`src/rtl/sio_stat_pkg.sv`:
```
package sio_stat_pkg;
  localparam int REG_W   = 8;
  localparam int BIT_TXE = 7;
  localparam int BIT_RXF = 6;
  localparam int BIT_OVR = 5;
  localparam int BIT_FRM = 4;
  localparam int BIT_PAR = 3;
  localparam int BIT_TXD = 2;
  localparam int BIT_MPR = 1;
  localparam int BIT_MPT = 0;
  localparam int ARM_LO  = 3;
  localparam logic [REG_W-1:0] RESET_VAL = 8'h84;

  typedef struct packed {
    logic [7:3] swClr;
    logic [7:2] hwSet;
    logic       dtcClrTx;
    logic       dtcClrRx;
    logic       rxMpLoad;
    logic       rxMpVal;
    logic       mpTxWr;
    logic       mpTxVal;
  } stat_strobe_t;
endpackage

```
`src/rtl/sio_stat_ctrl.sv`:
```
module sio_stat_ctrl
  import sio_stat_pkg::*;
#(
  parameter int DATA_W = 8
) (
  input  logic              clk,
  input  logic              rstN,
  input  logic              rdEn,
  input  logic              wrEn,
  input  logic [REG_W-1:0]  wrData,
  input  logic [7:2]        flagsIn,
  input  logic              txEnable,
  input  logic              parityOdd,
  input  logic              txLoad,
  input  logic              txLastBit,
  input  logic              rxDone,
  input  logic [DATA_W-1:0] rxData,
  input  logic              rxParity,
  input  logic              rxStop,
  input  logic              rxMpBit,
  input  logic              xferWrTx,
  input  logic              xferRdRx,
  input  logic              xferDisSel,
  input  logic              xferCntNz,
  output stat_strobe_t      stb
);
  logic [7:2] hwSetV;
  logic [7:3] swClrV;
  logic [7:3] arm;
  logic [7:3] armNext;
  logic       rxAccept;
  logic       parityBad;
  logic       dtcOk;

  assign rxAccept  = rxDone && !flagsIn[BIT_RXF];
  assign parityBad = (^{rxData, rxParity}) != parityOdd;
  assign dtcOk     = !xferDisSel && xferCntNz;

  always_comb begin
    hwSetV          = '0;
    hwSetV[BIT_TXE] = !txEnable || txLoad;
    hwSetV[BIT_RXF] = rxAccept && rxStop && !parityBad;
    hwSetV[BIT_OVR] = rxDone && flagsIn[BIT_RXF];
    hwSetV[BIT_FRM] = rxAccept && !rxStop;
    hwSetV[BIT_PAR] = rxAccept && parityBad;
    hwSetV[BIT_TXD] = !txEnable || (txLastBit && flagsIn[BIT_TXE]);
  end

  for (genvar i = ARM_LO; i < REG_W; i++) begin : g_arm
    assign swClrV[i]  = wrEn && !wrData[i] && arm[i];
    assign armNext[i] = hwSetV[i] ? 1'b0 :
                        wrEn      ? 1'b0 :
                        rdEn      ? flagsIn[i] : arm[i];
  end

  always_ff @(posedge clk) begin
    if (!rstN) arm <= '0;
    else       arm <= armNext;
  end

  always_comb begin
    stb          = '0;
    stb.swClr    = swClrV;
    stb.hwSet    = hwSetV;
    stb.dtcClrTx = xferWrTx && dtcOk;
    stb.dtcClrRx = xferRdRx && dtcOk;
    stb.rxMpLoad = rxAccept;
    stb.rxMpVal  = rxMpBit;
    stb.mpTxWr   = wrEn;
    stb.mpTxVal  = wrData[BIT_MPT];
  end

  assert_txoff_R5: assert property (@(posedge clk) disable iff (!rstN)
    !txEnable |=> (flagsIn[BIT_TXE] && flagsIn[BIT_TXD]));

  assert_overrun_R6: assert property (@(posedge clk) disable iff (!rstN)
    (rxDone && flagsIn[BIT_RXF]) |=> flagsIn[BIT_OVR]);

  assert_arm_cancel_R4: assert property (@(posedge clk) disable iff (!rstN)
    (hwSetV[7:3] != '0) |=> ((arm & $past(hwSetV[7:3])) == '0));

  assert_dtc_gate_R10: assert property (@(posedge clk) disable iff (!rstN)
    ((xferDisSel || !xferCntNz) && flagsIn[BIT_RXF] && !wrEn) |=> flagsIn[BIT_RXF]);
endmodule

```
`src/rtl/sio_stat_dp.sv`:
```
module sio_stat_dp
  import sio_stat_pkg::*;
(
  input  logic             clk,
  input  logic             rstN,
  input  stat_strobe_t     stb,
  output logic [7:2]       flags,
  output logic [REG_W-1:0] rdData,
  output logic             mpTx,
  output logic             irqTxEmpty,
  output logic             irqRxFull,
  output logic             irqRxErr,
  output logic             irqTxEnd
);
  logic [7:2] clrV;
  logic [7:2] flagsNext;
  logic       mpRx;

  always_comb begin
    clrV          = '0;
    clrV[BIT_TXE] = stb.swClr[BIT_TXE] || stb.dtcClrTx;
    clrV[BIT_RXF] = stb.swClr[BIT_RXF] || stb.dtcClrRx;
    clrV[BIT_OVR] = stb.swClr[BIT_OVR];
    clrV[BIT_FRM] = stb.swClr[BIT_FRM];
    clrV[BIT_PAR] = stb.swClr[BIT_PAR];
    clrV[BIT_TXD] = stb.swClr[BIT_TXE] || stb.dtcClrTx;
  end

  for (genvar i = 2; i < REG_W; i++) begin : g_flag
    assign flagsNext[i] = stb.hwSet[i] ? 1'b1 :
                          clrV[i]      ? 1'b0 : flags[i];
  end

  always_ff @(posedge clk) begin
    if (!rstN) begin
      flags <= RESET_VAL[7:2];
      mpRx  <= RESET_VAL[BIT_MPR];
      mpTx  <= RESET_VAL[BIT_MPT];
    end else begin
      flags <= flagsNext;
      if (stb.rxMpLoad) mpRx <= stb.rxMpVal;
      if (stb.mpTxWr)   mpTx <= stb.mpTxVal;
    end
  end

  assign rdData     = {flags, mpRx, mpTx};
  assign irqTxEmpty = flags[BIT_TXE];
  assign irqRxFull  = flags[BIT_RXF];
  assign irqRxErr   = flags[BIT_OVR] | flags[BIT_FRM] | flags[BIT_PAR];
  assign irqTxEnd   = flags[BIT_TXD];

  assert_mptx_R9: assert property (@(posedge clk) disable iff (!rstN)
    stb.mpTxWr |=> (mpTx == $past(stb.mpTxVal)));

  assert_ovr_fall_R3: assert property (@(posedge clk) disable iff (!rstN)
    $fell(flags[BIT_OVR]) |-> $past(stb.swClr[BIT_OVR]));

  assert_frm_fall_R3: assert property (@(posedge clk) disable iff (!rstN)
    $fell(flags[BIT_FRM]) |-> $past(stb.swClr[BIT_FRM]));

  assert_par_fall_R3: assert property (@(posedge clk) disable iff (!rstN)
    $fell(flags[BIT_PAR]) |-> $past(stb.swClr[BIT_PAR]));

  assert_set_wins_R4: assert property (@(posedge clk) disable iff (!rstN)
    (stb.hwSet[BIT_TXE] && stb.swClr[BIT_TXE]) |=> flags[BIT_TXE]);
endmodule

```
`src/rtl/sio_status_reg.sv`:
```
module sio_status_reg
  import sio_stat_pkg::*;
#(
  parameter int DATA_W = 8
) (
  input  logic              clk,
  input  logic              rstN,
  input  logic              rdEn,
  input  logic              wrEn,
  input  logic [7:0]        wrData,
  output logic [7:0]        rdData,
  input  logic              txEnable,
  input  logic              parityOdd,
  input  logic              txLoad,
  input  logic              txLastBit,
  input  logic              rxDone,
  input  logic [DATA_W-1:0] rxData,
  input  logic              rxParity,
  input  logic              rxStop,
  input  logic              rxMpBit,
  input  logic              xferWrTx,
  input  logic              xferRdRx,
  input  logic              xferDisSel,
  input  logic              xferCntNz,
  output logic              irqTxEmpty,
  output logic              irqRxFull,
  output logic              irqRxErr,
  output logic              irqTxEnd,
  output logic              mpTxBit
);
  stat_strobe_t stb;
  logic [7:2]   flags;

  sio_stat_ctrl #(.DATA_W(DATA_W)) i_ctrl (
    .clk(clk), .rstN(rstN), .rdEn(rdEn), .wrEn(wrEn), .wrData(wrData),
    .flagsIn(flags), .txEnable(txEnable), .parityOdd(parityOdd),
    .txLoad(txLoad), .txLastBit(txLastBit), .rxDone(rxDone),
    .rxData(rxData), .rxParity(rxParity), .rxStop(rxStop),
    .rxMpBit(rxMpBit), .xferWrTx(xferWrTx), .xferRdRx(xferRdRx),
    .xferDisSel(xferDisSel), .xferCntNz(xferCntNz), .stb(stb)
  );

  sio_stat_dp i_dp (
    .clk(clk), .rstN(rstN), .stb(stb), .flags(flags), .rdData(rdData),
    .mpTx(mpTxBit), .irqTxEmpty(irqTxEmpty), .irqRxFull(irqRxFull),
    .irqRxErr(irqRxErr), .irqTxEnd(irqTxEnd)
  );
endmodule

```
`config.mk`:
```
export PLATFORM = sky130hd
export DESIGN_NAME = sio_status_reg
export DESIGN_NICKNAME = d
export VERILOG_FILES = /design/src/rtl/sio_stat_pkg.sv /design/src/rtl/sio_stat_ctrl.sv /design/src/rtl/sio_stat_dp.sv /design/src/rtl/sio_status_reg.sv
export SDC_FILE = /design/constraint.sdc
export NUM_CORES = 1
export LEC_CHECK = 0
export ABC_AREA = 1
export BUFFER_PORTS_ARGS = -buffer_cell sky130_fd_sc_hd__buf_2
export CAP_MARGIN = 20
export CORE_MARGIN = 2
export CORE_UTILIZATION = 45
export CTS_CLUSTER_SIZE = 12
export DETAILED_ROUTE_END_ITERATION = 8
export PLACE_DENSITY = 0.92
export SLEW_MARGIN = 40
export SYNTH_ARGS = -nofsm -noshare
export SYNTH_HDL_FRONTEND = slang
export SYNTH_SLANG_ARGS = --single-unit
export TNS_END_PERCENT = 30
```
`constraint.sdc`:
```
create_clock -name clk -period 1.5 [get_ports clk]
set_input_delay 0.225 -clock clk [delete_from_list [all_inputs] [get_ports clk]]
set_output_delay 0.225 -clock clk [all_outputs]
set_load 0.02 [all_outputs]
```
Yosys cells after proc, flatten, opt, wreduce, memory -nomap -nowiden. Index checks and enable logic that the tools add are counted.

Bits in registers: 13. Bits in latches: 0. Memory bits (writable): 0. ROM bits: 0. Bits of input ports: 32. Output and inout bits: 13. Logic and storage cells: 71. Memories: 0.

Add/sub/neg operators: 0. $mul: 0. Div/mod/pow operators: 0. Order comparisons: 0. Eq/ne operators: 1. Shift-type cells: 0. Muxes and demuxes: 8. Bitwise logic cells: 3. Reduce and logical (&&, ||, !) cells: 46.

Operators by type and width (count): 1-bit logical AND (20); 3-bit OR reduction (5); 1-bit zero test (10); 9-bit XOR reduction (1); 1-bit two-way mux (8); 2-bit nonzero test (4); 1-bit logical OR (4); 2-bit OR reduction (2); 1-bit bitwise OR (2); 1-bit inequality test (1); 1-bit NOT (1).

Logic depth before layout (Yosys ltp). Gate-level depths: netlist of run 1.

Word-level depth: 6. Depth in mapped cells: 12. Depth with buffers taken out: 12.

Hierarchy. A second synthesis of run 1 with hierarchy kept.

Cell total of the unflattened synthesis: 150. Area, all modules: 917.1 sq um.

By module, submodules not included: sio_stat_ctrl (times used 1, cells each 101, area an instance 545.5 sq um, sequential area each 100.1 sq um); sio_stat_dp (times used 1, cells each 49, area an instance 371.6 sq um, sequential area each 160.2 sq um).

Least setup slack after synthesis of run 1. OpenSTA, ideal clock, no wires.

Path kind: register -> register. From: register i_dp.flags[6] (netlist name). To: register i_ctrl.arm[4] (netlist name). Setup time: 0.103 ns. Arrival time: 0.912 ns. Required time: 1.397 ns. Path slack: 0.485 ns. Stages on the path, launching flop included: 5. Buffers on the path: 0. Clock period less this slack: 1.015 ns. Cell sequence: dfxtp_1 nor2_1 inv_1 nor2_1 a2111oi_2.

Word-level cells in the longest chain between the ends: 4.

Ends and longest elaborated chain: from (decl) (RTL line sio_stat_dp.sv:7) `output logic [7:2] flags,`; from (signal assigned) (RTL line sio_stat_dp.sv:36) `flags <= RESET_VAL[7:2];`; from (signal assigned) (RTL line sio_stat_dp.sv:40) `flags <= flagsNext;`; 1-bit zero test (RTL line sio_stat_ctrl.sv:35) `assign rxAccept = rxDone && !flagsIn[BIT_RXF];`; 1-bit logical AND (RTL line sio_stat_ctrl.sv:35); 1-bit logical AND (RTL line sio_stat_ctrl.sv:44) `hwSetV[BIT_FRM] = rxAccept && !rxStop;`; 3-bit OR reduction (no source line); to (signal assigned) (RTL line sio_stat_ctrl.sv:58) `else arm <= armNext;`; to (decl) (RTL line sio_stat_ctrl.sv:29) `logic [7:3] arm;`.

Every way passes these cells. A chain may end at the register's enable or synchronous reset.

Worst setup path in the final report of run 1.
From: register i_dp.flags[4] (netlist name). To: output irqRxErr.

Word-level cells in the longest chain between the ends: 2.

Ends and longest elaborated chain: 1-bit bitwise OR (2 in a row) (RTL line sio_stat_dp.sv:49) `assign irqRxErr = flags[BIT_OVR] | flags[BIT_FRM] | flags[BIT_PAR];`; to (decl) (RTL line sio_status_reg.sv:27) `output logic irqRxErr,`.

Every way passes these cells.

==> reports/results.ini, run 1 <==
[power_and_ir_drop]
power_mw = 0.8107
p_leak_nw = 0.5491
max-vdd-ir-drop_uv = 513.4
powerDensity_nw_per_um2 = 831.7

[floorplan]
row_count = 14
boundaryPins = 45
core-area_um2 = 1541
initial_core_util_pct = 49.35
die_area_um2 = 2035
fp.dieW_um = 45.12
die_h_um = 45.12

[sta]
skew_ns = 0.001868
relSlewSlack_pct = 82.51
max_freq_mhz = 865.9
tightest_slew_ns = 0.2618
finalSetupViolCount = 0
final.period_utilization_pct = 76.99
fin_setup_tns_ns = 0
finalHoldViolCount = 0
period_minus_slack_ns = 1.155
holdWs_ns = 0.1679
rsz0062_at_grt = false
slew_viol_final = 0

[synth]
synth.distinct_cells = 22
synth-seq-cells = 13
syn_nets = 149
syn_inst = 117
yosysWarnings = 0
syn-cell-area_um2 = 760.7
synth_area_per_cell_um2 = 6.502
synth_sequential_area_ratio_pct = 34.21

[drt]
route.detailed.drc = 0
ant_nets = 0
wire_per_inst_um = 10.90
drt_first_pass_iters = 4
viasPerCell = 4.960
wirelength_um = 1886
drtIter0Drc = 13
num_vias = 858

[global_routing]
antenna_found_initial = 0
grt_overflow = 0
grt_max_degree = 9
grt_pass1_wl_um = 3042
track_usage_pct = 20.96
first_global_vias = 803

[cells_and_area]
nets = 190
fin_cells = 173
diodes = 0
finalInstanceArea_um2 = 974.7
drive_gt1_share_pct = 33.12
area_growth_pct = 28.12

[critical_path]
worstPathCellList = inv_1 > nand2_1 > buf_2
cp.required_ns = 1.27
cpMaxStageDelayCell = dfxtp_1
worst-path-buf-inv = 2
slowest_delay_ns = 0.36
arrival_ns = 0.93
criticalPathCategory = flop to primary output
endpoint_kind = primary output
cp_max_fo = 3
r2r_setup_slack_ns = 0.40
cp_top_family = flip-flops
worstSetupStartpointType = flop

[clock_network]
hold_buffers = 0
root_buffer = clkbuf_4
ctsResizeCount = 0
cts_made_buffers = 3
clockBufferDepth = 2
cts.sink_count = 13
clk_pin_slew_worst_paths_ns = 0.08
cts_setup_buffers = 0
cts_tree = yes
htree_num_levels = 1
clock_latency_ns = 0.28

[place]
dp_cells = 169
dp_hpwl_um = 1542
gp_congestion = 0.7810
place_area_um2 = 948.4
numPortBuffers = 42

[min_path]
hp-class = primary input to flop

[job]
maxCapViolCount = 0

[run_status]
outcome = complete, no violations

==> synthesized netlist by cell type <==
cell type	instances	share of area, %
o211ai_1	1	0.99
a21oi_1	5	3.3
nand3b_1	1	0.99
nor2_2	2	1.6
nand3_1	9	5.9
nand2_2	2	1.6
buf_2	1	0.66
inv_1	23	11
nor2_1	10	4.9
dfxtp_1	13	34
o21ai_0	7	4.6
a2111oi_2	1	2.0
inv_2	1	0.49
buf_4	5	4.9
xor2_1	1	1.2
mux2i_1	2	2.6
xnor2_1	1	1.2
o31ai_1	1	0.99
a211o_1	1	1.2
nor3_1	1	0.66
nand2_1	28	14
or2_2	1	0.82
==> routing by layer <==
layer	GRT usage, %	up-vias	routed length (µm)
met4	11.76	0	42
met3	5.200	5	118
met2	38.86	28	982
li1	-	437	-
met5	0	-	0
met1	20.90	388	742
==> worst register-to-register path: cells and delay by family (launching register included) <==
family	cells	cell delay [ns]
compound gates	1	0.13
buf+inv	2	0.17
flops	1	0.36
simple gates	2	0.39
==> layout by cell type (no fill, tap or decap), types with 2 or more instances in the layout <==
| master | instances |
|---|---|
| inv_1 | 23 |
| buf_2 | 42 |
| nand3_1 | 9 |
| a21oi_1 | 5 |
| mux2i_1 | 2 |
| nand2_2 | 2 |
| nor2_1 | 10 |
| dfxtp_1 | 13 |
| clkbuf_4 | 3 |
| o21ai_0 | 7 |
| nor2_2 | 2 |
| nand2_1 | 28 |
==> stage by stage <==
step,utilization [%],setup slack [ns]
floorplan,-,0.4849
CTS,63.23,0.3469
global route,63.23,0.2818
detailed placement,61.53,0.2686
global placement,61.53,0.3659
finish,63.23,0.3451
==> cells by family (layout without fill, tap and decap cells) <==
logic type	Yosys count	after routing	share of synthesized area, %
compound gates	16	16	12.99
xor+xnor	2	2	2.303
buf+inv	30	70	17.43
flops	13	13	34.21
mux	2	2	2.632
simple gates	54	54	30.43
==> final timing paths <==
check / from / endpoint / cells after the start
max: i_dp.flags[4]$_SDFFE_PN0P_ / irqRxErr / 3
min: wrData[0] / i_dp.mpTx$_SDFFE_PN0P_ / 3
max reg2reg: i_dp.flags[6]$_SDFFE_PN0P_ / i_dp.flags[4]$_SDFFE_PN0P_ / 5
min reg2reg: i_dp.flags[2]$_SDFFE_PP1P_ / i_dp.flags[2]$_SDFFE_PP1P_ / 2
==> power breakdown <==
part           leakage [nW]  switching [mW]  internal, mW
sequential            0.106          0.0132         0.362
combinational         0.428           0.132        0.0873
clock                0.0150           0.113         0.103
==> sequential cells by signal, indices dropped and copies added (netlist names) <==
register,flops
i_ctrl.arm,5
i_dp.flags,6
i_dp.mpTx,1
i_dp.mpRx,1
==> layout make-up <==
type | count | area, µm²
Timing Repair Buffer | 42 | 210.2
Tap cell | 16 | 20.02
Fill cell | 147 | 566.8
Sequential cell | 13 | 260.3
Clock buffer | 4 | 26.28
Multi-Input combinational cell | 74 | 367.9
Inverter | 24 | 90.09
No activity file was read; power rests on OpenSTA's default activity.
==> run 2, diff against run 1 <==
- CORE_UTILIZATION: 45 -> 38
- PLACE_DENSITY: 0.92 -> 0.84
- clock period: 1.5 -> 1 ns (I/O delays scaled with it)
==> run 2 against run 1 <==
  * The flow now finishes with violations (negative setup slack)
  * Clock power grew 55%
  * Routed wire length fell by 1.2%
  * Critical path type unchanged
  * Via count fell by 1.4%
  * Non-clock buffer count up 7
  * Largest power group unchanged
  * Cell count up 10%
  * Sequential power is 50% higher
  * Die area is 17% higher
  * First-iteration DRC count fell by 31%
==> reports/results.ini, run 2 (synthesized netlist as in run 1, its figures left out) <==
[run_status]
outcome = finished, violations left
violations = negative setup slack

[floorplan]
die_area_um2 = 2376
core-area_um2 = 1922
die_h_um = 48.74
initial_core_util_pct = 39.58
fp.dieW_um = 48.74
row_count = 16
boundaryPins = 45

[clock_network]
clock_latency_ns = 0.28
clk_pin_slew_worst_paths_ns = 0.09
clockBufferDepth = 2
cts.sink_count = 13
root_buffer = clkbuf_4
hold_buffers = 0
cts_made_buffers = 3
cts_tree = yes
htree_num_levels = 1

[global_routing]
first_global_vias = 754
antenna_found_initial = 0
track_usage_pct = 16.51
grt_pass1_wl_um = 3084
grt_max_degree = 9
grt_overflow = 0

[critical_path]
slowest_delay_ns = 0.33
worstPathCellList = nor2_1 > nand2_1 > buf_6
crit_start = i_dp.flags[5]$_SDFFE_PN0P_
timing.rr.end = i_ctrl.arm[6]$_SDFFE_PP0P_
r2r_setup_slack_ns = 0.04
r2r-start = i_dp.flags[6]$_SDFFE_PN0P_
cp_max_fo = 3
cp.required_ns = 0.85
worstSetupStartpointType = flop
cp_top_family = flip-flops
cpMaxStageDelayCell = dfxtp_2
ff2ff_path_depth = 6
worst-path-buf-inv = 1
criticalPathCategory = flop to primary output
endpoint_kind = primary output
arrival_ns = 0.90

[cells_and_area]
largest_reg_flops = 6
final_cell_mix = 37 x buf_2, 28 x nand2_1, 23 x inv_1
diodes = 0
top_register = i_dp.flags
drive_gt1_share_pct = 41.46
area_growth_pct = 42.43
fin_util_pct = 56.38
nets = 197
top_regs = i_dp.flags: 6 flops, i_ctrl.arm: 5 flops
final_common_cell = buf_2

[drt]
num_vias = 846
route.detailed.drc = 0
ant_nets = 0
drt_first_pass_iters = 4
viasPerCell = 4.429
wire_per_inst_um = 9.759
drtIter0Drc = 9
wirelength_um = 1864

[sta]
relSlewSlack_pct = 82.31
fin_setup_tns_ns = -0.07685
rsz0062_at_grt = true
period_minus_slack_ns = 1.051
max_freq_mhz = 951.6
finalHoldViolCount = 0
final.period_utilization_pct = 105.1
skew_ns = 0.006508
slew_viol_final = 0
finalSetupViolCount = 3
holdWs_ns = 0.07998
tightest_slew_ns = 0.2648
fin_ws_ns = -0.05091

[power_and_ir_drop]
seq_power_share_pct = 43.9
combPwrFrac_pct = 30.0
p_sw_mw = 0.4126
p_clk_share_pct = 26.1
p_leak_nw = 0.5975
powerDensity_nw_per_um2 = 1185
internal_power_mw = 0.8710
swShare_pct = 32.14
max-vdd-ir-drop_uv = 977.1

[min_path]
min_path_cells = 2
hp-class = primary input to flop
min-delay-start = rstN
hold_end = i_dp.flags[2]$_SDFFE_PP1P_

[place]
dp_hpwl_um = 1470
gp_congestion = 0.7433
numPortBuffers = 42

[job]
maxCapViolCount = 0

## run 2: cell count changes in the layout (fill, tap and decap cells not counted), moves of 4 or more
cell     delta
buf_4       +8
dfxtp_2     +6
buf_2       -5
dfxtp_1     -6
buf_6       +4
## run 2: what timing repair did
action | CTS | global route
hold endpoints to repair | 0 | 0
pin swaps | 0 | 0
buffers inserted | 2 | 1
resized for setup | 6 | 11
cloned | 0 | 0
setup endpoints to repair | 6 | 9
## run 2: layer usage
layer | track usage, % | wire (µm) | vias up
met5 | 0 | 0 | -
met4 | 2.381 | 4 | 0
met3 | 5.864 | 95 | 2
met2 | 29.00 | 968 | 23
met1 | 19.69 | 796 | 371
li1 | - | - | 450
## run 2: cell type report
type	count	area (µm²)
clock buffers	3	22.52
clock inverters	1	5.005
fillers	200	838.3
inverters	24	90.09
multi-input cells	74	374.1
flip-flops and latches	13	267.8
well taps	27	33.78
repair buffers	49	290.3
## run 2: power groups by stage
| stage | Sequential (mW) | Clock (mW) | Combinational (mW) |
|---|---|---|---|
| after floorplan | 0.595 | 0 | 0.191 |
| after global placement | 0.572 | 0 | 0.332 |
| after detailed placement | 0.574 | 0 | 0.343 |
| after CTS | 0.562 | 0.341 | 0.368 |
| after global routing | 0.569 | 0.377 | 0.427 |
| final | 0.564 | 0.334 | 0.385 |
## run 2: worst max path at each step
stage | cells after the start | end
6_report | 3 | irqRxErr
5_1_grt | 3 | irqRxErr
4_1_cts | 3 | irqRxErr
3_5_place_dp | 12 | i_dp.flags[6]$_SDFFE_PN0P_
3_3_place_gp | 11 | i_ctrl.arm[6]$_SDFFE_PP0P_
2_1_floorplan | 2 | i_ctrl.arm[4]$_SDFFE_PP0P_
## run 2: through the flow
stage | setup slack, ns | std cells | total power, mW | cell area [µm²]
detailed placement | -0.1357 | 184 | 0.9165 | 993.5
floorplan | 0.05251 | 117 | 0.7860 | 762.0
global route | -0.1122 | 191 | 1.373 | 1084
CTS | -0.05635 | 190 | 1.271 | 1049
finish | -0.05091 | 191 | 1.284 | 1084
global placement | -0.06259 | 184 | 0.9034 | 993.5
